## config.mk

```make
export PLATFORM = sky130hd
export DESIGN_NAME = secure_boot_entry_sel
export DESIGN_NICKNAME = d
export VERILOG_FILES = /design/src/rtl/boot_sel_pkg.sv /design/src/rtl/boot_lc_decode.sv /design/src/rtl/boot_entry_rules.sv /design/src/rtl/boot_entry_capture.sv /design/src/rtl/secure_boot_entry_sel.sv
export SDC_FILE = /design/constraint.sdc
export NUM_CORES = 1
export LEC_CHECK = 0
export ABC_AREA = 1
export ABC_CLOCK_PERIOD_IN_PS = 1400
export CAP_MARGIN = 20
export CORE_MARGIN = 4
export CORE_UTILIZATION = 57
export DETAILED_ROUTE_END_ITERATION = 10
export DONT_BUFFER_PORTS = 1
export PLACE_DENSITY = 0.75
export SYNTH_ARGS = -nofsm -noshare
export SYNTH_HDL_FRONTEND = slang
export SYNTH_SLANG_ARGS = --single-unit
```

## constraint.sdc

```tcl
create_clock -name clk -period 1.4 [get_ports clk]
set_input_delay 0.21 -clock clk [delete_from_list [all_inputs] [get_ports clk]]
set_output_delay 0.21 -clock clk [all_outputs]
set_load 0.1 [all_outputs]
```

## src/rtl/boot_sel_pkg.sv

```systemverilog
package boot_sel_pkg;
  localparam int LC_W  = 8;
  localparam int TZ_W  = 8;

  localparam logic [LC_W-1:0] LCC_OPEN     = 8'hED;
  localparam logic [LC_W-1:0] LCC_PROV     = 8'h17;
  localparam logic [LC_W-1:0] LCC_ROT_PROV = 8'h2E;
  localparam logic [LC_W-1:0] LCC_CLOSED   = 8'h72;
  localparam logic [LC_W-1:0] LCC_LOCKED   = 8'h5C;
  localparam logic [LC_W-1:0] LCC_REGR     = 8'h9A;
  localparam logic [LC_W-1:0] LCC_NS_REGR  = 8'hA6;
  localparam logic [TZ_W-1:0] TZ_OFF_CODE  = 8'hC3;

  typedef enum logic [2:0] {
    LC_OPEN, LC_PROV, LC_ROT_PROV, LC_CLOSED, LC_LOCKED, LC_REGR, LC_NS_REGR
  } lc_e;

  typedef enum logic [2:0] {
    V_ROM, V_DA, V_ROT, V_SEC_CFG, V_NS_CFG
  } vec_e;

  typedef struct packed {
    vec_e vec;
    logic lvl1;
    logic secure;
  } decision_t;
endpackage

```

## src/rtl/boot_lc_decode.sv

```systemverilog
module boot_lc_decode
  import boot_sel_pkg::*;
(
  input  logic [LC_W-1:0] code,
  output lc_e             lc
);
  always_comb begin
    case (code)
      LCC_OPEN:     lc = LC_OPEN;
      LCC_PROV:     lc = LC_PROV;
      LCC_ROT_PROV: lc = LC_ROT_PROV;
      LCC_CLOSED:   lc = LC_CLOSED;
      LCC_REGR:     lc = LC_REGR;
      LCC_NS_REGR:  lc = LC_NS_REGR;
      default:      lc = LC_LOCKED;  // unlisted codes fall to the strictest state
    endcase
  end
endmodule

```

## src/rtl/boot_entry_rules.sv

```systemverilog
module boot_entry_rules
  import boot_sel_pkg::*;
(
  input  lc_e       lc,
  input  logic      dbg,
  input  logic      sec_en,
  input  logic      rot_sel,
  input  logic      pin,
  input  logic      cmd_pend,
  output decision_t dec
);
  always_comb begin
    dec = '{vec: V_NS_CFG, lvl1: 1'b1, secure: 1'b0};
    if (dbg && lc != LC_LOCKED) begin
      dec = '{vec: V_DA, lvl1: 1'b1, secure: 1'b1};
    end else begin
      case (lc)
        LC_OPEN: begin
          if (cmd_pend || pin)
            dec = '{vec: V_ROM, lvl1: 1'b0, secure: 1'b1};
          else if (sec_en)
            dec = '{vec: V_SEC_CFG, lvl1: 1'b1, secure: 1'b1};
          else
            dec = '{vec: V_NS_CFG, lvl1: 1'b1, secure: 1'b0};
        end
        LC_PROV:
          dec = '{vec: V_ROM, lvl1: 1'b0, secure: 1'b1};
        LC_REGR, LC_NS_REGR:
          dec = '{vec: V_DA, lvl1: 1'b0, secure: 1'b1};
        default: begin
          if (!sec_en)
            dec = '{vec: V_NS_CFG, lvl1: 1'b1, secure: 1'b0};
          else if (rot_sel)
            dec = '{vec: V_SEC_CFG, lvl1: 1'b1, secure: 1'b1};
          else
            dec = '{vec: V_ROT, lvl1: 1'b1, secure: 1'b1};
        end
      endcase
    end
  end
endmodule

```

## src/rtl/boot_entry_capture.sv

```systemverilog
module boot_entry_capture
  import boot_sel_pkg::*;
#(
  parameter int ADDR_W = 32,
  parameter int LVL_W  = 2,
  parameter logic [ADDR_W-1:0] ROM_ADDR = 32'h0BF9_0000,
  parameter logic [ADDR_W-1:0] DA_ADDR  = 32'h0BF9_8000,
  parameter logic [ADDR_W-1:0] ROT_ADDR = 32'h0BFA_0000
) (
  input  logic              clk,
  input  logic              rst,
  input  decision_t         dec,
  input  logic [ADDR_W-1:0] sec_cfg_addr,
  input  logic [ADDR_W-1:0] ns_cfg_addr,
  output logic [ADDR_W-1:0] vtor_s,
  output logic [ADDR_W-1:0] vtor_ns,
  output logic [LVL_W-1:0]  level,
  output logic              secure
);
  logic              done;
  logic [ADDR_W-1:0] addr;

  always_comb begin
    case (dec.vec)
      V_ROM:     addr = ROM_ADDR;
      V_DA:      addr = DA_ADDR;
      V_ROT:     addr = ROT_ADDR;
      V_SEC_CFG: addr = sec_cfg_addr;
      default:   addr = ns_cfg_addr;
    endcase
  end

  always_ff @(posedge clk) begin
    if (rst) begin
      done    <= 1'b0;
      vtor_s  <= '0;
      vtor_ns <= '0;
      level   <= '0;
      secure  <= 1'b1;
    end else if (!done) begin
      done    <= 1'b1;
      vtor_s  <= dec.secure ? addr : '0;
      vtor_ns <= dec.secure ? '0 : addr;
      level   <= {{(LVL_W-1){1'b0}}, dec.lvl1};
      secure  <= dec.secure;
    end
  end

  // reset drives the defined idle values
  p_reset_vals_r1: assert property (@(posedge clk)
    rst |=> (vtor_s == '0 && vtor_ns == '0 && level == '0 && secure));

  // nothing moves after the capture
  p_hold_r2: assert property (@(posedge clk) disable iff (rst)
    done |=> ($stable(vtor_s) && $stable(vtor_ns) && $stable(level) && $stable(secure)));
endmodule

```

## src/rtl/secure_boot_entry_sel.sv

```systemverilog
module secure_boot_entry_sel
  import boot_sel_pkg::*;
#(
  parameter int ADDR_W = 32,
  parameter int LVL_W  = 2,
  parameter int CMD_W  = 16,
  parameter logic [ADDR_W-1:0] ROM_ADDR = 32'h0BF9_0000,
  parameter logic [ADDR_W-1:0] DA_ADDR  = 32'h0BF9_8000,
  parameter logic [ADDR_W-1:0] ROT_ADDR = 32'h0BFA_0000
) (
  input  logic              clk,
  input  logic              rst,
  input  logic [LC_W-1:0]   lc_code,
  input  logic              dbg_req,
  input  logic [TZ_W-1:0]   tz_byte,
  input  logic              rot_sel,
  input  logic              boot_pin,
  input  logic [CMD_W-1:0]  svc_cmd,
  input  logic [ADDR_W-1:0] sec_boot_addr,
  input  logic [ADDR_W-1:0] ns_boot_addr,
  output logic [ADDR_W-1:0] vtor_s,
  output logic [ADDR_W-1:0] vtor_ns,
  output logic [LVL_W-1:0]  init_level,
  output logic              core_secure
);
  lc_e       lc;
  decision_t dec;
  logic      sec_en;
  logic      cmd_pend;

  assign sec_en   = (tz_byte != TZ_OFF_CODE);
  assign cmd_pend = |svc_cmd;

  boot_lc_decode u_dec (.code(lc_code), .lc(lc));

  boot_entry_rules u_rules (
    .lc(lc), .dbg(dbg_req), .sec_en(sec_en), .rot_sel(rot_sel),
    .pin(boot_pin), .cmd_pend(cmd_pend), .dec(dec)
  );

  boot_entry_capture #(
    .ADDR_W(ADDR_W), .LVL_W(LVL_W),
    .ROM_ADDR(ROM_ADDR), .DA_ADDR(DA_ADDR), .ROT_ADDR(ROT_ADDR)
  ) u_cap (
    .clk(clk), .rst(rst), .dec(dec),
    .sec_cfg_addr(sec_boot_addr), .ns_cfg_addr(ns_boot_addr),
    .vtor_s(vtor_s), .vtor_ns(vtor_ns), .level(init_level), .secure(core_secure)
  );

  // a debug request outside Locked lands on the authentication entry
  p_dbg_entry_r3: assert property (@(posedge clk) disable iff (rst)
    ($fell(rst) && dbg_req && lc != LC_LOCKED) |=> (vtor_s == DA_ADDR && core_secure));

  // Locked ignores the debug request and always starts at level 1
  p_locked_no_dbg_r4: assert property (@(posedge clk) disable iff (rst)
    ($fell(rst) && dbg_req && lc == LC_LOCKED) |=> (init_level == 1));

  // the vector of the other security state is zero
  p_other_vec_zero_r14: assert property (@(posedge clk) disable iff (rst)
    core_secure ? (vtor_ns == '0) : (vtor_s == '0));

  // a nonsecure start is always at level 1
  p_ns_level1_r9: assert property (@(posedge clk) disable iff (rst)
    !core_secure |-> (init_level == 1));
endmodule

```

==> summary.txt, run 1 <==
Logic synthesis
  • Adder-cell share of the synthesized area: 0%
  • Number of warnings issued by yosys: 0
  • Yosys reg bits: 67
  • Simple-gate portion of the synthesized area: 37.0%
  • Dominant combinational cell family by area after synthesis: simple AND/OR/NAND/NOR gates
  • Syn Std Cell Area: 3390 sq um
  • Synth Area in Compound Gates: 12.5%
  • Mean instance size in the synthesized netlist: 7.49 sq um
  • Fraction of synthesized area in multiplexers: 0%
  • Post-synthesis sequential area ratio: 39.5%
  • Unique cell type count in the Yosys netlist: 28
  • Net count of the mapped netlist: 554
  • Number of instances in the synthesized netlist: 453
  • Xor/xnor cell area share of the yosys netlist: 0%

Worst setup path
  • CP max FO: 10
  • Worst path arrival time: 1.54 ns
  • Launch point of the worst reg-to-reg path: u_cap.done$_DFF_P_
  • Worst stage delay on the critical path: 0.21 ns
  • CP Launch Type: input port
  • Reg2reg path depth: 4
  • Critical register-to-register path endpoint: u_cap.vtor_ns[24]$_SDFFE_PP0N_
  • CP dominant cell by count: sky130_fd_sc_hd__nand4_1
  • Worst Path Required: 1.66 ns
  • Top delay family on crit path: simple AND/OR/NAND/NOR gates
  • Type of the setup path with the least slack: in -> reg
  • Worst setup slack for register-to-register paths: 0.29 ns
  • Slowest cell on the critical path: sky130_fd_sc_hd__nor2_1
  • Critical path capture point type: register
  • Buf+Inv Stages, Crit Path: 3
  • Cell breakdown of the critical path: inv_1, nand4_1, nor2_1, nand4_1, nand2_4, nand2_2, nor2_4, nand2_1, clkinv_2, buf_12, nand3_2, a21oi_2

Routing
  • Initial DRC count: 169
  • Routed WL per cell: 15.3 um
  • Vias per cell: 5.39
  • Detailed-route via count: 3192
  • Routed Wire Length: 9040 um
  • Antenna Nets Post-Route: 0
  • First-pass iteration count of the detailed router: 5
  • Detailed-route DRC error count: 0

Final layout
  • Share of final-layout standard cells stronger than drive strength 1: 34.9%
  • Fillers: 427
  • Post-layout nets: 618
  • Core utilization of the finished layout: 74.8%
  • Synthesis-to-finish area growth: 24.3%

Pwr
  • Total internal power: 0.00281 W
  • Power density over cell area: 977 nW/um^2
  • Leak Pwr: 1.87 nW
  • Net switching fraction of the power: 31.9%
  • Maximum vdd drop: 735 uV
  • Clock group share of total power: 32.3%
  • Part of the power in registers: 48.2%
  • Switching power: 0.00131 W
  • Portion of total power attributed to combinational logic: 19.4%

Clock network
  • Number of buffers inserted to repair setup after CTS: 0
  • Number of buffers added to fix hold violations after cts: 1
  • Buffer type at the clock tree root: sky130_fd_sc_hd__clkbuf_8
  • Sinks on Clock Net: 67
  • TritonCTS clock tree: done
  • Worst skew pair latency: 0.32 ns
  • Clock-pin slew reported for the worst setup and hold paths after clock tree synthesis: 0.07 ns
  • H-Tree Level Count: 3
  • TritonCTS buffer count: 9
  • Maximum clock path buffer count: 2

GRT
  • Gr usage total: 24.5%
  • Wire length of the first global-routing pass: 14600 um
  • Pin count of the biggest net entering global routing: 68
  • Number of antenna violations at the first check in global routing: 0
  • Residual overflow from global routing: 0
  • Via count of the first global-routing pass: 3108

Die
  • Core ar.: 5640 sq um
  • X dimension of the die: 85.2 um
  • Vertical die dimension: 85.2 um
  • Std cell rows: 27
  • Top-Level Pins: 168
  • Die ar.: 7250 sq um
  • Starting utilization of the core area: 60.1%

Worst hold path
  • Class of the most critical hold timing path: in -> reg
  • Hold EP: u_cap.vtor_s[5]$_SDFFE_PP0N_
  • Hold Startpoint: rst
  • Min-Delay Path Depth: 1

Place
  • PortBufs: 0
  • Half-perimeter wire length after placement: 6640 um
  • Pre-CTS setup slack: -0.196 ns
  • Gpl congestion: 0.915

Timing
  • Post-route worst setup slack: 0.121 ns
  • Highest achievable clock rate: 782 MHz
  • Post-Route Setup TNS: 0 ns
  • RSZ-0062 raised after global routing: true
  • Max Transition Viols Final: 0
  • Share of the clock period used by the worst path: 91.4%
  • Final hold vios: 64
  • Clock Skew: 0.00735 ns
  • Count of endpoints failing setup in the final report: 0
  • Worst Hold Slack: -0.0553 ns
  • Minimum clock period after layout: 1.28 ns

Status
  • Violated checks: hold timing
  • Run status: finished, violations left

Run
  • Max cap viols: 0
## layout by cell type, fill, tap and decap left out, drive strengths merged
master / count
buf: 83
nand2: 80
dfxtp: 67
a21oi: 66
nor2: 60
inv: 55
nand3: 38
nor3: 30
nand4: 12
clkbuf: 10
nand3b: 8
clkinv: 3
nor3b: 2
diode: 1
or2: 1
o21ai: 1
o221ai: 1
conb: 1
dlygate4sd3: 1
## synth_stat cells
cell type | count | area share [%]
sky130_fd_sc_hd__or2_1 | 1 | 0.18
sky130_fd_sc_hd__nand3_1 | 17 | 2.5
sky130_fd_sc_hd__nor3_1 | 10 | 1.5
sky130_fd_sc_hd__nor2_1 | 57 | 6.3
sky130_fd_sc_hd__nor2_2 | 2 | 0.37
sky130_fd_sc_hd__inv_1 | 48 | 5.3
sky130_fd_sc_hd__conb_1 | 1 | 0.11
sky130_fd_sc_hd__buf_4 | 3 | 0.66
sky130_fd_sc_hd__a21oi_1 | 46 | 6.8
sky130_fd_sc_hd__nand2_4 | 1 | 0.33
sky130_fd_sc_hd__a21oi_2 | 20 | 5.2
sky130_fd_sc_hd__o221ai_1 | 1 | 0.26
sky130_fd_sc_hd__buf_1 | 1 | 0.11
sky130_fd_sc_hd__buf_8 | 2 | 0.88
sky130_fd_sc_hd__nand2_2 | 3 | 0.55
sky130_fd_sc_hd__clkinv_2 | 1 | 0.15
sky130_fd_sc_hd__nor3_2 | 20 | 5.9
sky130_fd_sc_hd__dfxtp_1 | 67 | 40
sky130_fd_sc_hd__o21ai_2 | 1 | 0.26
sky130_fd_sc_hd__nand4_1 | 12 | 2.2
sky130_fd_sc_hd__nor3b_1 | 2 | 0.44
sky130_fd_sc_hd__inv_2 | 6 | 0.66
sky130_fd_sc_hd__nand2_1 | 76 | 8.4
sky130_fd_sc_hd__nand3_2 | 21 | 6.2
sky130_fd_sc_hd__nand3b_1 | 8 | 1.8
sky130_fd_sc_hd__nor2_4 | 1 | 0.33
sky130_fd_sc_hd__buf_2 | 10 | 1.5
sky130_fd_sc_hd__clkbuf_1 | 15 | 1.7
## cells by family after synthesis
group                  count (synthesis)
and+or+nand+nor                      231
buffers and inverters                 86
AOI/OAI and AO/OA                     68
DFF                                   67
other                                  1
## metrics by stage
| stage | cell area [sq um] | hold slack [ns] | total power, W | cells |
|---|---|---|---|---|
| after global routing | 4220 | -0.0791 | 0.00428 | 591 |
| after global placement | 4010 | 0.278 | 0.00281 | 577 |
| after detailed placement | 4010 | 0.282 | 0.00282 | 577 |
| after CTS | 4170 | -0.0688 | 0.00414 | 591 |
| after floorplan | 3390 | 0.354 | 0.00269 | 453 |
| final | 4220 | -0.0553 | 0.00412 | 592 |
## worst register-to-register path: stages (launching register included)
cell                      delay, ns
sky130_fd_sc_hd__dfxtp_4       0.37
sky130_fd_sc_hd__buf_12        0.29
sky130_fd_sc_hd__nor3_1        0.12
sky130_fd_sc_hd__a21oi_1       0.16
sky130_fd_sc_hd__nor2_1        0.07
## layout make-up
cell class	instances	area (sq um)	area share [%]
multi-input cells	300	1720	40.7
flip-flops and latches	67	1350	31.9
repair buffers	84	699	16.6
inverters	55	210	4.98
clock buffers	10	138	3.26
well taps	72	90.1	2.14
clock inverters	3	16.3	0.386
diodes	1	2.50	0.0593
## state kept, by name (all words and copies together) (netlist names)
register / cells
u_cap.vtor_ns: 32
u_cap.vtor_s: 32
u_cap.done: 1
u_cap.level: 1
u_cap.secure: 1
## layer usage
metal  GRT usage [%]  vias up  part of all wire [%]
li1                -     1585                     -
met1            30.9     1472                    40
met3            7.09       12                   8.3
met4            6.91        0                   1.1
met5               0        -                     0
met2            41.0      123                    51
## worst max path at each step
stage,cells past startpoint,slack [ns],to,startpoint
floorplan,11,-0.02,u_cap.vtor_s[10]$_SDFFE_PP0N_,svc_cmd[1]
global placement,12,-0.13,u_cap.vtor_s[5]$_SDFFE_PP0N_,lc_code[4]
detailed placement,12,-0.20,u_cap.vtor_s[29]$_SDFFE_PP0N_,lc_code[4]
CTS,10,0.13,u_cap.vtor_ns[24]$_SDFFE_PP0N_,lc_code[4]
global route,13,-0.002,u_cap.vtor_ns[30]$_SDFFE_PP0N_,lc_code[4]
finish,12,0.12,u_cap.vtor_s[14]$_SDFFE_PP0N_,lc_code[4]
## repair_timing
action,in CTS,in global routing
endpoints found under the setup margin,0,45
hold endpoints to repair,65,64
gates resized for setup,0,11
## power groups by stage
| stage | Combinational, W | Clock (W) | Sequential, W |
|---|---|---|---|
| after floorplan | 0.000310 | 0 | 0.00238 |
| final | 0.000800 | 0.00133 | 0.00199 |
| after detailed placement | 0.000793 | 0 | 0.00203 |
| after global routing | 0.000844 | 0.00144 | 0.00199 |
| after CTS | 0.000796 | 0.00136 | 0.00199 |
| after global placement | 0.000780 | 0 | 0.00203 |
Note: power is estimated with default switching activity, not from simulation.
==> inputs of run 2 (changes only) <==
--- a/config.mk
+++ b/config.mk
@@ -7,7 +7,6 @@
 export LEC_CHECK = 0
 export ABC_AREA = 1
 export ABC_CLOCK_PERIOD_IN_PS = 1400
-export CAP_MARGIN = 20
 export CORE_MARGIN = 4
 export CORE_UTILIZATION = 57
 export DETAILED_ROUTE_END_ITERATION = 10
==> results of run 2 <==
Final layout, timing and power as in run 1 (identical DEF).
==> inputs of run 3 (changes only) <==
--- a/config.mk
+++ b/config.mk
@@ -12,6 +12,7 @@
 export DETAILED_ROUTE_END_ITERATION = 10
 export DONT_BUFFER_PORTS = 1
 export PLACE_DENSITY = 0.75
+export SLEW_MARGIN = 30
 export SYNTH_ARGS = -nofsm -noshare
 export SYNTH_HDL_FRONTEND = slang
 export SYNTH_SLANG_ARGS = --single-unit
==> results of run 3 <==
Final layout, timing and power as in run 1 (identical DEF).
